--- src/rtl/sop_pkg.sv ---
package sop_pkg;
  localparam int unsigned BSR_IDX_W = 3;

  // Command bit number that holds the interrupt enable for each port variant.
  function automatic int unsigned inte_index(input bit port_b);
    return port_b ? 2 : 6;
  endfunction
endpackage

--- src/rtl/sop_ack_sync.sv ---
module sop_ack_sync #(
  parameter int unsigned STAGES = 2
) (
  input  logic clk,
  input  logic rst,
  input  logic ack_n,
  output logic ack_fall,
  output logic ack_rise
);
  localparam int unsigned LAST = STAGES;

  // sh[STAGES-1] is the synchronized level; sh[STAGES] is its previous value.
  logic [LAST:0] sh;

  always_ff @(posedge clk) begin
    if (rst) sh <= '1;
    else     sh <= {sh[LAST-1:0], ack_n};
  end

  assign ack_fall = sh[LAST] & ~sh[LAST-1];
  assign ack_rise = ~sh[LAST] & sh[LAST-1];
endmodule

--- src/rtl/sop_host_decode.sv ---
module sop_host_decode
  import sop_pkg::*;
#(
  parameter int unsigned DW        = 8,
  parameter int unsigned AW        = 2,
  parameter int unsigned DATA_ADDR = 0,
  parameter int unsigned CTRL_ADDR = 3
) (
  input  logic                 cs,
  input  logic                 wr,
  input  logic [AW-1:0]        addr,
  input  logic [DW-1:0]        wdata,
  output logic                 data_we,
  output logic [DW-1:0]        data,
  output logic                 bsr_we,
  output logic [BSR_IDX_W-1:0] bsr_idx,
  output logic                 bsr_val
);
  logic hit;

  assign hit     = cs & wr;
  assign data_we = hit && (addr == AW'(DATA_ADDR));
  // A control word with the top bit clear is a single-bit command; a word with
  // the top bit set would select a port mode and is ignored here.
  assign bsr_we  = hit && (addr == AW'(CTRL_ADDR)) && !wdata[DW-1];
  assign bsr_idx = wdata[BSR_IDX_W:1];
  assign bsr_val = wdata[0];
  assign data    = wdata;
endmodule

--- src/rtl/sop_hs_core.sv ---
module sop_hs_core
  import sop_pkg::*;
#(
  parameter int unsigned DW       = 8,
  parameter int unsigned INTE_IDX = 6
) (
  input  logic                 clk,
  input  logic                 rst,
  input  logic                 data_we,
  input  logic [DW-1:0]        data,
  input  logic                 bsr_we,
  input  logic [BSR_IDX_W-1:0] bsr_idx,
  input  logic                 bsr_val,
  input  logic                 ack_fall,
  input  logic                 ack_rise,
  output logic [DW-1:0]        pd_out,
  output logic                 obf_n,
  output logic                 intr
);
  logic inte;
  logic inte_hit;

  assign inte_hit = bsr_we && (bsr_idx == BSR_IDX_W'(INTE_IDX));

  always_ff @(posedge clk) begin
    if (rst) begin
      pd_out <= '0;
      obf_n  <= 1'b1;
      intr   <= 1'b0;
      inte   <= 1'b0;
    end else begin
      if (inte_hit) inte <= bsr_val;
      if (data_we) begin
        pd_out <= data;
        obf_n  <= 1'b0;
        intr   <= 1'b0;
      end else begin
        if (ack_fall) obf_n <= 1'b1;
        if (inte_hit && !bsr_val)            intr <= 1'b0;
        else if (ack_rise && obf_n && inte)  intr <= 1'b1;
      end
    end
  end
endmodule

--- src/rtl/sop_gp_bits.sv ---
module sop_gp_bits
  import sop_pkg::*;
#(
  parameter int unsigned COUNT = 2,
  parameter int unsigned BASE  = 4
) (
  input  logic                 clk,
  input  logic                 rst,
  input  logic                 bsr_we,
  input  logic [BSR_IDX_W-1:0] bsr_idx,
  input  logic                 bsr_val,
  output logic [COUNT-1:0]     gp_out
);
  for (genvar i = 0; i < COUNT; i++) begin : g_line
    localparam int unsigned IDX = BASE + i;
    always_ff @(posedge clk) begin
      if (rst) gp_out[i] <= 1'b0;
      else if (bsr_we && bsr_idx == BSR_IDX_W'(IDX)) gp_out[i] <= bsr_val;
    end
  end
endmodule

--- src/rtl/strobed_out_port.sv ---
module strobed_out_port
  import sop_pkg::*;
#(
  parameter int unsigned DW          = 8,
  parameter int unsigned AW          = 2,
  parameter bit          PORT_B      = 1'b0,
  parameter int unsigned SYNC_STAGES = 2,
  parameter int unsigned GP_COUNT    = 2,
  parameter int unsigned GP_BASE     = 4
) (
  input  logic                clk,
  input  logic                rst,
  input  logic                cs,
  input  logic                wr,
  input  logic [AW-1:0]       addr,
  input  logic [DW-1:0]       wdata,
  input  logic                ack_n,
  output logic [DW-1:0]       pd_out,
  output logic                obf_n,
  output logic                intr,
  output logic [GP_COUNT-1:0] gp_out
);
  localparam int unsigned INTE_IDX = inte_index(PORT_B);

  logic                 data_we;
  logic [DW-1:0]        data;
  logic                 bsr_we;
  logic [BSR_IDX_W-1:0] bsr_idx;
  logic                 bsr_val;
  logic                 ack_fall;
  logic                 ack_rise;

  sop_host_decode #(.DW(DW), .AW(AW), .DATA_ADDR(0), .CTRL_ADDR(3)) u_dec (
    .cs(cs), .wr(wr), .addr(addr), .wdata(wdata),
    .data_we(data_we), .data(data),
    .bsr_we(bsr_we), .bsr_idx(bsr_idx), .bsr_val(bsr_val)
  );

  sop_ack_sync #(.STAGES(SYNC_STAGES)) u_sync (
    .clk(clk), .rst(rst), .ack_n(ack_n),
    .ack_fall(ack_fall), .ack_rise(ack_rise)
  );

  sop_hs_core #(.DW(DW), .INTE_IDX(INTE_IDX)) u_core (
    .clk(clk), .rst(rst),
    .data_we(data_we), .data(data),
    .bsr_we(bsr_we), .bsr_idx(bsr_idx), .bsr_val(bsr_val),
    .ack_fall(ack_fall), .ack_rise(ack_rise),
    .pd_out(pd_out), .obf_n(obf_n), .intr(intr)
  );

  sop_gp_bits #(.COUNT(GP_COUNT), .BASE(GP_BASE)) u_gp (
    .clk(clk), .rst(rst),
    .bsr_we(bsr_we), .bsr_idx(bsr_idx), .bsr_val(bsr_val),
    .gp_out(gp_out)
  );
endmodule

--- config.mk ---
export PLATFORM = sky130hd
export DESIGN_NAME = strobed_out_port
export DESIGN_NICKNAME = d
export VERILOG_FILES = /design/src/rtl/sop_pkg.sv /design/src/rtl/sop_ack_sync.sv /design/src/rtl/sop_host_decode.sv /design/src/rtl/sop_hs_core.sv /design/src/rtl/sop_gp_bits.sv /design/src/rtl/strobed_out_port.sv
export SDC_FILE = /design/constraint.sdc
export NUM_CORES = 1
export LEC_CHECK = 0
export CORE_MARGIN = 4
export CORE_UTILIZATION = 38
export CTS_BUF_LIST = sky130_fd_sc_hd__clkbuf_8
export DETAILED_ROUTE_END_ITERATION = 12
export PLACE_DENSITY = 0.76
export SLEW_MARGIN = 25
export SYNTH_ARGS = -nofsm -noshare
export SYNTH_HDL_FRONTEND = slang
export SYNTH_SLANG_ARGS = --single-unit
--- constraint.sdc ---
create_clock -name clk -period 0.85 [get_ports clk]
set_input_delay 0.085 -clock clk [delete_from_list [all_inputs] [get_ports clk]]
set_output_delay 0.085 -clock clk [all_outputs]
set_load 0.02 [all_outputs]
==> flow_summary_export.csv <==
group,metric,value,unit
hold_path,worstHoldEndpoint,"u_core.pd_out[7]$_SDFFE_PP0P_",
sta,final.min_clock_period,0.839,ns
floorplan,dieArea,0.00240,mm²
clocking,cts_buffers,3,
sta,fin_skew,0.00134,ns
worst_setup_path,arrival,0.98,ns
route,dr.pass1.iters,2,
placement,place_inst,106,
worst_setup_path,cpPeakStageDelay,0.25,ns
sta,min_period_over_period,0.987,
cells_and_area,nets,112,
sta,setup_tns,0,ns
worst_setup_path,cp-end-kind,"flip-flop",
route,postRouteAntennaNets,0,
sta,worst_pin_slew,0.230,ns
clocking,ctsRootBufferMaster,"clkbuf_8",
route,drt_iter0_markers,1,
run,drv_cap,0,
cells_and_area,drive_above_1_share,0.500,
synthesis,synth_edf_count,0,
global_routing,grt_max_degree,13,
worst_setup_path,crit_buf_inv,2,
global_routing,antenna_found_initial,0,
clocking,path_clk_slew,0.06,ns
clocking,tritoncts,"built",
synthesis,synthArstFlopShare,0,
sta,whs,0.157,ns
route,drt-wirelength-per-cell,16.0,µm
synthesis,ys_ff_latch,16,
worst_setup_path,reg2reg_slack,0.04,ns
global_routing,overflow,0,
synthesis,syn_area,639,µm²
hold_path,hold_path_depth,3,
hold_path,hp-start,"wdata[7]",
floorplan,coreArea,0.00154,mm²
synthesis,syn_inst,60,
synthesis,synth.most_common_cell,"dfxtp_1",
route,wl,1790,µm
clocking,clock_latency,0.25,ns
route,avgViaCountPerCell,5.12,
synthesis,syn_avg_cell_area,10.7,µm²
route,drc_errors,0,
synthesis,yosysWarnings,0,
outcome,status,"finished clean",
floorplan,io_pins,27,
cells_and_area,fill_cells,119,
power,peakVddDrop,1080,µV
placement,gp_congestion,0.647,
sta,rsz0062_at_grt,"yes",
placement,hpwl,1180,µm
hold_path,hold_path_class,"in2reg",
worst_setup_path,timing.critical_path.required,0.99,ns
floorplan,rows,14,
cells_and_area,antenna_cells,0,
power,power_density,1570,mW/mm²
synthesis,ys.flop_type,"dfxtp_1",
sta,slew-limit-headroom,0.845,
synthesis,syn_nets,75,
clocking,cts_htree_levels,1,
cells_and_area,syn_to_final_growth,63.8,%
worst_setup_path,cp-start-kind,"primary input",
placement,port-buffer-count,26,
floorplan,initial_core_util,0.415,
floorplan,die_w,49.0,µm
synthesis,synth_seq_area_share,0.501,
clocking,cts_sinks,16,
sta,hold_viol_final,0,
worst_setup_path,crit_chain,"clkdlybuf4s15_2, and4bb_1, buf_6, mux2i_2, nor2_1",
route,num_vias,573,
sta,finalSetupViolCount,0,
worst_setup_path,worstRegToRegCells,3,
worst_setup_path,critical_path.slowest_cell,"and4bb_1",
synthesis,ys_types,23,
power,p_leak,0.454,nW
cells_and_area,instances_no_fill,112,
worst_setup_path,cp_max_fo,3,
worst_setup_path,r2r-start,"u_core.obf_n$_SDFFE_PP1P_",
sta,drv_slew,0,
floorplan,dieHeight,49.0,µm
worst_setup_path,r2r-end,"u_core.intr$_SDFFE_PP0P_",
synthesis,ys_top_cells_by_count,"16 x dfxtp_1, 10 x mux2i_1, 8 x nor2_1",
global_routing,grt_pass1_wl,2860,µm
sta,fmax,1190,MHz
clocking,cts_buffer_depth,2,
global_routing,gr-usage-all-layers,0.164,
synthesis,synth_top_area_cell,"dfxtp_1",
synthesis,synthTopCellsByArea,"dfxtp_1 50%, mux2i_1 16%, nor2_1 4.7%, nand2b_1 2.9%, or2_1 2.9%",
worst_setup_path,critical_path.top_delay_family,"buffers and inverters",
global_routing,first_global_vias,611,
worst_setup_path,worstSetupPathType,"in2reg",
synthesis,synth_top_area_frac,0.501,
power,total_power,1.64,mW
-- sequential cells by signal, summed over array words and instances, names as in the netlist --
name / count
u_core.inte: 1
u_gp.gp_out: 2
u_core.intr: 1
u_core.pd_out: 8
u_sync.sh: 3
u_core.obf_n: 1
-- cell usage in the layout, fill, tap and decap left out, drive strengths merged, types with 2 or more instances in the layout --
cell type	count
buf	24
clkbuf	7
clkdlybuf4s50	5
dfxtp	16
dlygate4sd2	2
inv	3
mux2i	10
nand2b	3
nand4b	2
nor2	8
nor4	2
or2	3
-- worst register-to-register path: cells and delay by family, from the launching register on --
family / cells / cell delay [ns]
AO/OA/AOI/OAI: 1 / 0.09
buffers and inverters: 1 / 0.10
flip-flops: 1 / 0.32
AND/OR/NAND/NOR: 1 / 0.21
-- where the power goes --
group	leakage (nW)	switching [mW]	internal, mW	total, mW
clock network	0.0288	0.262	0.411	0.673
logic	0.292	0.0913	0.101	0.192
registers	0.133	0.00939	0.764	0.774
-- cell families (layout without fill, tap and decap cells) --
family,count (synthesis),after routing,synth area share
flip-flops,16,16,0.501
buffers and inverters,6,42,0.0489
multiplexers,10,10,0.157
AO/OA/AOI/OAI,5,5,0.0548
AND/OR/NAND/NOR,23,23,0.239
-- area by class of cell --
cell class	instances	area (µm²)	share of cell area
Multi-Input combinational cell	38	348	0.332
Sequential cell	16	332	0.317
Timing Repair Buffer	35	282	0.269
Clock buffer	4	55.1	0.0526
Tap cell	16	20.0	0.0191
Inverter	3	11.3	0.0108
-- per-stage QoR --
step / utilization / cell area, µm² / worst slack, ns
after floorplan: - / 641 / 0.00740
after global placement: 0.627 / 966 / -0.527
after detailed placement: 0.627 / 966 / -0.600
after CTS: 0.653 / 1010 / 0.00318
after global routing: 0.679 / 1050 / -0.0301
final: 0.679 / 1050 / 0.0113
-- metal layers --
metal,track usage,share of wire,vias to the layer above
met5,0,0,-
met4,0.108,0.022,0
met1,0.146,0.38,264
li1,-,-,281
met3,0.0703,0.079,5
met2,0.293,0.52,23
-- how the worst max path moves through the flow --
| stage | startpoint | endpoint | cells past startpoint |
|---|---|---|---|
| final | cs | u_core.pd_out[7]$_SDFFE_PP0P_ | 5 |
| after global routing | wdata[3] | u_core.inte$_SDFFE_PP0P_ | 4 |
| after CTS | u_core.pd_out[5]$_SDFFE_PP0P_ | pd_out[5] | 1 |
| after detailed placement | addr[0] | u_core.pd_out[1]$_SDFFE_PP0P_ | 5 |
| after global placement | addr[0] | u_core.pd_out[1]$_SDFFE_PP0P_ | 5 |
| after floorplan | addr[0] | u_core.pd_out[0]$_SDFFE_PP0P_ | 4 |
-- timing repair --
| action | in CTS | in global routing |
|---|---|---|
| cloned | 0 | 0 |
| hold buffers | 0 | 0 |
| endpoints found under the setup margin | 25 | 18 |
| endpoints found under the hold margin | 0 | 0 |
| pin swaps | 5 | 3 |
| resized for setup | 81 | 25 |
| setup buffers | 1 | 2 |
Note: power is estimated with default switching activity, not from simulation.
